===== config.mk =====
export PLATFORM = sky130hd
export DESIGN_NAME = nested_irq_arbiter
export DESIGN_NICKNAME = d
export VERILOG_FILES = /design/src/rtl/irq_arb_pkg.sv /design/src/rtl/irq_pending.sv /design/src/rtl/irq_pick.sv /design/src/rtl/irq_level_stack.sv /design/src/rtl/nested_irq_arbiter.sv
export SDC_FILE = /design/constraint.sdc
export NUM_CORES = 1
export LEC_CHECK = 0
export ABC_AREA = 0
export BUFFER_PORTS_ARGS = -buffer_cell sky130_fd_sc_hd__buf_2
export CAP_MARGIN = 10
export CELL_PAD_IN_SITES_DETAIL_PLACEMENT = 1
export CELL_PAD_IN_SITES_GLOBAL_PLACEMENT = 2
export CORE_ASPECT_RATIO = 1.75
export CORE_MARGIN = 2
export CORE_UTILIZATION = 22
export DETAILED_ROUTE_END_ITERATION = 7
export PLACE_DENSITY_LB_ADDON = 0.1
export SYNTH_ARGS = -nofsm -noshare
export SYNTH_HDL_FRONTEND = slang
export SYNTH_HIERARCHICAL = 1
export SYNTH_SLANG_ARGS = --single-unit

===== constraint.sdc =====
create_clock -name clk -period 15.32 [get_ports clk]
set_input_delay 4.596 -clock clk [delete_from_list [all_inputs] [get_ports clk]]
set_output_delay 4.596 -clock clk [all_outputs]
set_load 0.005 [all_outputs]

===== src/rtl/irq_arb_pkg.sv =====
package irq_arb_pkg;
   typedef enum logic [1:0] {
      LV_NONE = 2'd0,
      LV_L    = 2'd1,
      LV_H    = 2'd2,
      LV_X    = 2'd3
   } irq_lvl_t;
endpackage


===== src/rtl/irq_pending.sv =====
module irq_pending #(
   parameter int NUM_SLOTS    = 10,
   parameter int SRC_PER_SLOT = 4,
   parameter int IDX_W        = 4
) (
   input  logic                               clk,
   input  logic                               rst_n,
   input  logic [NUM_SLOTS*SRC_PER_SLOT-1:0]  src_req,
   input  logic [NUM_SLOTS*SRC_PER_SLOT-1:0]  src_en,
   input  logic                               clr_valid,
   input  logic [IDX_W-1:0]                   clr_idx,
   output logic [NUM_SLOTS-1:0]               pend
);
   for (genvar g = 0; g < NUM_SLOTS; g++) begin : g_slot
      logic hit;
      assign hit = |(src_req[g*SRC_PER_SLOT +: SRC_PER_SLOT] &
                     src_en[g*SRC_PER_SLOT +: SRC_PER_SLOT]);
      always_ff @(posedge clk) begin
         if (!rst_n) pend[g] <= 1'b0;
         else        pend[g] <= hit | (pend[g] & ~(clr_valid && (clr_idx == IDX_W'(g))));
      end
   end
endmodule


===== src/rtl/irq_pick.sv =====
module irq_pick import irq_arb_pkg::*; #(
   parameter int NUM_SLOTS     = 10,
   parameter int NUM_X_CAPABLE = 2,
   parameter int IDX_W         = 4
) (
   input  logic [NUM_SLOTS-1:0] pend,
   input  logic [NUM_SLOTS-1:0] lvl_sel,
   output logic                 win_valid,
   output logic [IDX_W-1:0]     win_idx,
   output irq_lvl_t             win_lvl
);
   irq_lvl_t slot_lvl [NUM_SLOTS];

   for (genvar g = 0; g < NUM_SLOTS; g++) begin : g_lvl
      if (g < NUM_X_CAPABLE) begin : g_top
         assign slot_lvl[g] = !pend[g] ? LV_NONE : (lvl_sel[g] ? LV_X : LV_L);
      end else begin : g_mid
         assign slot_lvl[g] = !pend[g] ? LV_NONE : (lvl_sel[g] ? LV_H : LV_L);
      end
   end

   // descending scan with >= leaves the lowest index among the highest level
   always_comb begin
      win_lvl = LV_NONE;
      win_idx = '0;
      for (int i = NUM_SLOTS - 1; i >= 0; i--) begin
         if (slot_lvl[i] != LV_NONE && slot_lvl[i] >= win_lvl) begin
            win_lvl = slot_lvl[i];
            win_idx = IDX_W'(i);
         end
      end
      win_valid = (win_lvl != LV_NONE);
   end
endmodule


===== src/rtl/irq_level_stack.sv =====
module irq_level_stack import irq_arb_pkg::*; (
   input  logic     clk,
   input  logic     rst_n,
   input  logic     push,
   input  irq_lvl_t push_lvl,
   input  logic     pop,
   output irq_lvl_t cur_lvl
);
   logic [2:0] in_svc, nxt;

   always_comb begin
      nxt = in_svc;
      if (push) begin
         case (push_lvl)
            LV_L:    nxt[0] = 1'b1;
            LV_H:    nxt[1] = 1'b1;
            LV_X:    nxt[2] = 1'b1;
            default: ;
         endcase
      end else if (pop) begin
         if (nxt[2])      nxt[2] = 1'b0;
         else if (nxt[1]) nxt[1] = 1'b0;
         else             nxt[0] = 1'b0;
      end
   end

   always_ff @(posedge clk) begin
      if (!rst_n) in_svc <= 3'b000;
      else        in_svc <= nxt;
   end

   assign cur_lvl = in_svc[2] ? LV_X : in_svc[1] ? LV_H : in_svc[0] ? LV_L : LV_NONE;
endmodule


===== src/rtl/nested_irq_arbiter.sv =====
module nested_irq_arbiter import irq_arb_pkg::*; #(
   parameter int NUM_SLOTS     = 10,
   parameter int SRC_PER_SLOT  = 4,
   parameter int NUM_X_CAPABLE = 2,
   parameter int VEC_BASE      = 3,
   parameter int VEC_STRIDE    = 8,
   parameter int VEC_W         = 8
) (
   input  logic                               clk,
   input  logic                               rst_n,
   input  logic [NUM_SLOTS*SRC_PER_SLOT-1:0]  src_req,
   input  logic [NUM_SLOTS*SRC_PER_SLOT-1:0]  src_en,
   input  logic [NUM_SLOTS-1:0]               lvl_sel,
   input  logic                               irq_en,
   input  logic                               ack,
   input  logic                               reti,
   output logic                               take,
   output logic [VEC_W-1:0]                   vec_addr,
   output logic [1:0]                         cur_lvl
);
   localparam int IDX_W    = (NUM_SLOTS > 1) ? $clog2(NUM_SLOTS) : 1;
   localparam int VEC_LAST = VEC_BASE + (NUM_SLOTS - 1) * VEC_STRIDE;

   if (NUM_X_CAPABLE > NUM_SLOTS) begin : g_bad_xcap
      $error("NUM_X_CAPABLE exceeds NUM_SLOTS");
   end
   if (VEC_LAST >= (1 << VEC_W)) begin : g_bad_vecw
      $error("VEC_W too narrow for the last vector address");
   end
   if (SRC_PER_SLOT < 1) begin : g_bad_src
      $error("SRC_PER_SLOT must be at least 1");
   end

   logic [NUM_SLOTS-1:0] pend;
   logic                 win_valid;
   logic [IDX_W-1:0]     win_idx;
   irq_lvl_t             win_lvl;
   irq_lvl_t             svc_lvl;
   logic                 take_q;
   logic [IDX_W-1:0]     idx_q;
   irq_lvl_t             lvl_q;
   logic                 acked, accept;

   assign acked  = take_q && ack;
   assign accept = irq_en && win_valid && (win_lvl > svc_lvl);

   irq_pending #(.NUM_SLOTS(NUM_SLOTS), .SRC_PER_SLOT(SRC_PER_SLOT), .IDX_W(IDX_W)) u_pend (
      .clk(clk), .rst_n(rst_n), .src_req(src_req), .src_en(src_en),
      .clr_valid(acked), .clr_idx(idx_q), .pend(pend));

   irq_pick #(.NUM_SLOTS(NUM_SLOTS), .NUM_X_CAPABLE(NUM_X_CAPABLE), .IDX_W(IDX_W)) u_pick (
      .pend(pend), .lvl_sel(lvl_sel), .win_valid(win_valid),
      .win_idx(win_idx), .win_lvl(win_lvl));

   irq_level_stack u_stack (
      .clk(clk), .rst_n(rst_n), .push(acked), .push_lvl(lvl_q),
      .pop(reti && !acked), .cur_lvl(svc_lvl));

   always_ff @(posedge clk) begin
      if (!rst_n) begin
         take_q <= 1'b0;
         idx_q  <= '0;
         lvl_q  <= LV_NONE;
      end else begin
         take_q <= accept && !acked;
         if (accept && !acked) begin
            idx_q <= win_idx;
            lvl_q <= win_lvl;
         end
      end
   end

   assign take     = take_q;
   assign vec_addr = take_q ? VEC_W'(VEC_BASE) + VEC_W'(idx_q) * VEC_W'(VEC_STRIDE) : '0;
   assign cur_lvl  = svc_lvl;
endmodule


==> results.toml, run 1 <==
[finish]
drive_gt1_share_pct = 39.73
area_delta_synth_final_pct = 45.04
antenna_cells = 0
postLayoutCoreUtil_pct = 32.40
fin_nets = 491
fin_area_mm2 = 0.002909

[timing]
clock.fmax_mhz = 69.18
skew_ps = 3.039
min_period_ps = 14460
fin_ws_ps = 864.6
period_share_pct = 94.36
rsz0062_at_grt = "false"
finalSetupViolations = 0
drv_slew = 0
hold_violations = 0
tns_ps = 0
holdWs_ps = 497.1

[pwr]
p_per_area_mw_per_mm2 = 124.5
peakVddDrop_v = 0.00006640
power_frac_comb_pct = 62.6
p_clk_share_pct = 16.7
switching_power_uw = 144.1
leakage_uw = 0.001416
power_frac_seq_pct = 20.7
p_sw_share_pct = 39.79
power.internal_uw = 218.0

[critical_path]
crit_type = "primary input to register"
cp_top_family = "compound AO/OA/AOI/OAI gates"
cpMaxStageDelayCell = "or3b_1"
crit_fanout = 7
crit_path_max_incr_delay_ps = 390
cp_num_buf_inv = 5
worst_setup_path_end_kind = "register"
worstSetupStartpointType = "primary input"
crit_required_ps = 15500
crit_top_cell = "ha_1"
cp.arrival_ps = 14630

[synthesis]
synth-main-ff-cell = "dfxtp_1"
ys_top_cells_by_count = "nand2_1, a22oi_1, dfxtp_1, ha_1, inv_1"
yosys.area.top_type = "dfxtp_1"
synth-simple-area-share_pct = 25.02
synth_xor_area_share_pct = 0
synth_most_common_cell = "nand2_1"
synth-seq-area-share_pct = 19.96
synth_compound_area_share_pct = 34.12
synthArstFlopShare_pct = 0
synth_seq_cells = 20
yosys.area_share.adder_pct = 12.48
muxShareOfSynthArea_pct = 2.994
synth_edf_count = 0
synth_top_area_share_pct = 19.96
synth_top_family_by_area = "compound AO/OA/AOI/OAI gates"
syn_area_per_cell_um2 = 7.928
ys_types = 57
yosys_warnings = 6
syn_area_mm2 = 0.002006
netlist_instances = 253
synth_area_leaders = "dfxtp_1, ha_1, a22oi_1, nand2_1, nand2b_1"

[flow_run]
maxCapViolCount = 0

[clocking]
clkLatencyLatePin_ps = 250
cts_setup_buffers = 0
clkSlewWorstSetupHoldPaths_ps = 60
cts_tree = "built"
clockRootBuffer = "clkbuf_16"
cts_buffers = 3
cts_buffer_depth = 2
clock_sinks = 20
htreeDepth = 1

[grt]
met3_usage_pct = 2.351
grt-ovfl-total = 0
top_usage_layer = "met2"
grt_pass1_vias = 2455
grt_pass1_wl_um = 12390
track_usage_pct = 15.67
antenna_found_initial = 0
met2_usage_pct = 34.87
grt_max_degree = 18
use_met1_pct = 14.91

[place]
dpl.hpwl_um = 6700
place_area_mm2 = 0.002784
port_buffers = 103
dp_slack_ps = 142.6
gp_congestion = 0.7006

[route]
routedWlPerCell_um = 15.52
antenna_left = 0
drtIter0Drc = 49
drt_wl_total_um = 7682
drc = 0
firstDrtPassIters = 4
via_count = 2336
viasPerCell = 4.719

[floorplan]
start_util_pct = 22.34
dieWidth_um = 76.18
core_area_mm2 = 0.008979
die_y_um = 130.3
rows = 46
ios = 106
die_area_mm2 = 0.009926

[min_path]
min_path_type = "register to register"

[run_status]
status = "completed"
[routing by layer]
| layer | part of all wire, % | routed length, um | vias up |
|---|---|---|---|
| li1 | - | - | 1174 |
| met1 | 34 | 2643 | 1118 |
| met2 | 63 | 4802 | 37 |
| met3 | 2.3 | 173 | 7 |
| met4 | 0.82 | 63 | 0 |
| met5 | 0 | 0 | - |
[kinds of logic (layout without fill, tap and decap cells)]
kind of cell             after synthesis  in the layout
AO/OA/AOI/OAI                         93             93
buffers and inverters                 24            145
AND/OR/NAND/NOR                       89             89
flip-flops                            20             20
multiplexers                           6              6
other                                  1              2
adder cells (fa/ha/maj)               20             20
[power by group through the flow]
| stage | clock, uW | sequential [uW] | combinational (uW) |
|---|---|---|---|
| after global routing | 65.5 | 77.2 | 258 |
| after global placement | 0 | 76.7 | 218 |
| after detailed placement | 0 | 76.7 | 225 |
| after floorplan | 0 | 70.5 | 141 |
| after CTS | 62.0 | 75.6 | 226 |
| final | 60.4 | 75.0 | 227 |
[placed cells by master (no fill, tap or decap), types with 11 or more instances in the layout]
| cell type | count |
|---|---|
| a22oi_1 | 20 |
| inv_1 | 18 |
| and2_1 | 12 |
| nand2_1 | 25 |
| ha_1 | 20 |
| nand2b_1 | 13 |
| buf_4 | 18 |
| buf_2 | 103 |
| o21ai_0 | 11 |
| dfxtp_1 | 20 |
[final timing paths]
path,startpoint,to,slack [ps],depth (start not counted)
setup / recovery,lvl_sel[8],lvl_q[1],860,53
hold / removal,lvl_q[0],lvl_q[0],500,2
setup reg to reg,u_pend/pend[8],lvl_q[1],4900,51
hold reg to reg,lvl_q[0],lvl_q[0],500,2
[worst reg2reg max path, delay by kind of cell (launching register included)]
family	cells	cell delay [ps]
simple gates	18	2940
compound gates	19	3620
buf+inv	3	370
mux	1	210
flops	1	420
fa+ha+maj	10	2790
[registers in the layout, summed over array words and instances, names as in the netlist]
name	cells
u_pend/pend	10
idx_q	4
u_stack/in_svc	3
lvl_q	2
take	1
[stage by stage]
stage | instances | power [uW]
floorplan | 254 | 211.2
global placement | 491 | 294.8
detailed placement | 491 | 301.2
CTS | 495 | 363.3
global route | 495 | 400.4
finish | 495 | 362.2
[final cells by class]
class	instances	area [um^2]
fillers	1165	6070
multi-input cells	210	1536
repair buffers	122	661.9
flip-flops and latches	20	400.4
well taps	120	150.1
clock buffers	4	88.84
inverters	19	71.32
[repair_timing]
action,in CTS,in global routing
gates resized for setup,0,13
hold buffers,0,0
endpoints found under the setup margin,0,7
Note: power is estimated with default switching activity, not from simulation.
==> run 2: changes to the inputs <==
--- a/config.mk
+++ b/config.mk
@@ -15,6 +15,7 @@
 export CORE_UTILIZATION = 22
 export DETAILED_ROUTE_END_ITERATION = 7
 export PLACE_DENSITY_LB_ADDON = 0.1
+export RECOVER_POWER = 50
 export SYNTH_ARGS = -nofsm -noshare
 export SYNTH_HDL_FRONTEND = slang
 export SYNTH_HIERARCHICAL = 1
==> run 2 against run 1 <==
  * Worst setup slack about the same
  * Hold slack did not move
  * Sequential cell count unchanged
  * Sequential power about the same
  * Non-clock buffer count is the same
  * Register-to-register slack barely moved
  * Critical path depth did not move
  * Cell count unchanged
  * Global-route usage unchanged
  * First-iteration DRC count did not move
  * Critical path type unchanged
==> results.toml, run 2 (synthesis results as in run 1) <==
[clocking]
hold_buffers = 0
cts_buffers = 3
clock_sinks = 20
clockRootBuffer = "clkbuf_16"
cts_tree = "built"
clkLatencyLatePin_ps = 250
cts_buffer_depth = 2
htreeDepth = 1
clkSlewWorstSetupHoldPaths_ps = 60

[timing]
finalSetupViolations = 0
min_period_ps = 14460
hold_violations = 0
clock.fmax_mhz = 69.18
tightest_slew_ps = 555.7
maxSlewHeadroom_pct = 62.93
fin_ws_ps = 864.3
period_share_pct = 94.36
rsz0062_at_grt = "false"
drv_slew = 0
skew_ps = 3.042
tns_ps = 0

[finish]
top_register = "u_pend/pend"
antenna_cells = 0
layout_common_cells = "buf_2, nand2_1, ha_1, dfxtp_1, a22oi_1"
drive_gt1_share_pct = 38.93
area_delta_synth_final_pct = 44.79
fin_nets = 491
top_regs = "u_pend/pend (10), idx_q (4), u_stack/in_svc (3)"
largest_reg_flops = 10
postLayoutCoreUtil_pct = 32.34
final_common_cell = "buf_2"

[pwr]
peakVddDrop_v = 0.00006638
leakage_uw = 0.001404
total_power_uw = 362.0
p_per_area_mw_per_mm2 = 124.6

[grt]
grt_pass1_wl_um = 12390
antenna_found_initial = 0
grt-ovfl-total = 0
track_usage_pct = 15.67
grt_pass1_vias = 2455
grt_max_degree = 18

[critical_path]
crit_required_ps = 15500
crit_end = "lvl_q[1]"
crit_fanout = 7
r2r-end = "lvl_q[1]"
rrSetupSlack_ps = 4900
cpMaxStageDelayCell = "or3b_1"
crit_type = "primary input to register"
worstSetupStartpointType = "primary input"
worst_setup_path_end_kind = "register"
reg2reg_from = "u_pend/pend[8]"
cp.arrival_ps = 14630
cp-startpoint = "lvl_sel[8]"
cp_top_family = "compound AO/OA/AOI/OAI gates"
crit_path_max_incr_delay_ps = 390
reg2regPathDepth = 51
crit_top_cell = "ha_1"
crit_cells = 53
cp_num_buf_inv = 5

[route]
firstDrtPassIters = 4
routedWlPerCell_um = 15.52
drc = 0
via_count = 2336
drtIter0Drc = 49
viasPerCell = 4.719
antenna_left = 0
drt_wl_total_um = 7684

[place]
dp_slack_ps = 142.6
dpl.hpwl_um = 6700
gp_congestion = 0.7006
port_buffers = 103

[floorplan]
core_area_mm2 = 0.008979
rows = 46
start_util_pct = 22.34
die_area_mm2 = 0.009926
dieWidth_um = 76.18
ios = 106
die_y_um = 130.3

[run_status]
status = "completed"

[min_path]
min_path_type = "register to register"

[flow_run]
maxCapViolCount = 0
==> run 2: cell count changes in the layout (fill, tap and decap cells not counted) <==
cell	delta
and2_0	+1
and2_1	-1
buf_2	-2
clkbuf_1	+2
or2_0	+1
or2_4	-1
==> run 2: layer usage <==
layer	track usage (%)	up-vias	share of wire, %
li1	-	1174	-
met1	14.91	1118	34
met2	34.87	37	62
met3	2.351	7	2.3
met4	2.460	0	0.82
met5	0	-	0
==> run 2: per-stage QoR <==
step / std cells / instance area, um^2 / hold slack [ps]
after floorplan: 254 / 2009 / 456.5
after global routing: 495 / 2904 / 548.3
final: 495 / 2904 / 497.1
after global placement: 491 / 2784 / 476.1
after detailed placement: 491 / 2784 / 487.3
after CTS: 495 / 2873 / 504.0
==> run 2: power by group <==
part,switching (uW),internal (uW),total (uW)
Clock,20.5,39.8,60.4
Combinational,109,117,227
Sequential,14.4,60.7,75.1
==> run 2: cell type report <==
| type | instances | area (um^2) |
|---|---|---|
| Timing Repair Buffer | 122 | 659.4 |
| Multi-Input combinational cell | 210 | 1534 |
| Sequential cell | 20 | 400.4 |
| Inverter | 19 | 71.32 |
| Tap cell | 120 | 150.1 |
| Clock buffer | 4 | 88.84 |
| Fill cell | 1164 | 6075 |
==> run 2: worst min-delay path by stage <==
stage | slack [ps] | start | to | depth (start not counted)
2_1_floorplan | 460 | lvl_q[0] | lvl_q[0] | 2
3_3_place_gp | 480 | lvl_q[0] | lvl_q[0] | 2
3_5_place_dp | 490 | lvl_q[0] | lvl_q[0] | 2
4_1_cts | 500 | lvl_q[0] | lvl_q[0] | 2
5_1_grt | 550 | lvl_q[0] | lvl_q[0] | 2
6_report | 500 | lvl_q[0] | lvl_q[0] | 2
==> run 2: worst reg2reg max path, delay by kind of cell, from the launching register on <==
kind / cells / cell delay [ps]
AO/OA/AOI/OAI: 19 / 3620
flip-flops: 1 / 420
multiplexers: 1 / 210
adder cells (fa/ha/maj): 10 / 2790
buffers and inverters: 3 / 370
AND/OR/NAND/NOR: 18 / 2940
==> run 2: repair_timing <==
| action | CTS | global route |
|---|---|---|
| endpoints found under the setup margin | 0 | 7 |
| buffers inserted | 0 | 0 |
| endpoints found under the hold margin | 0 | 0 |
| gates resized for setup | 0 | 13 |
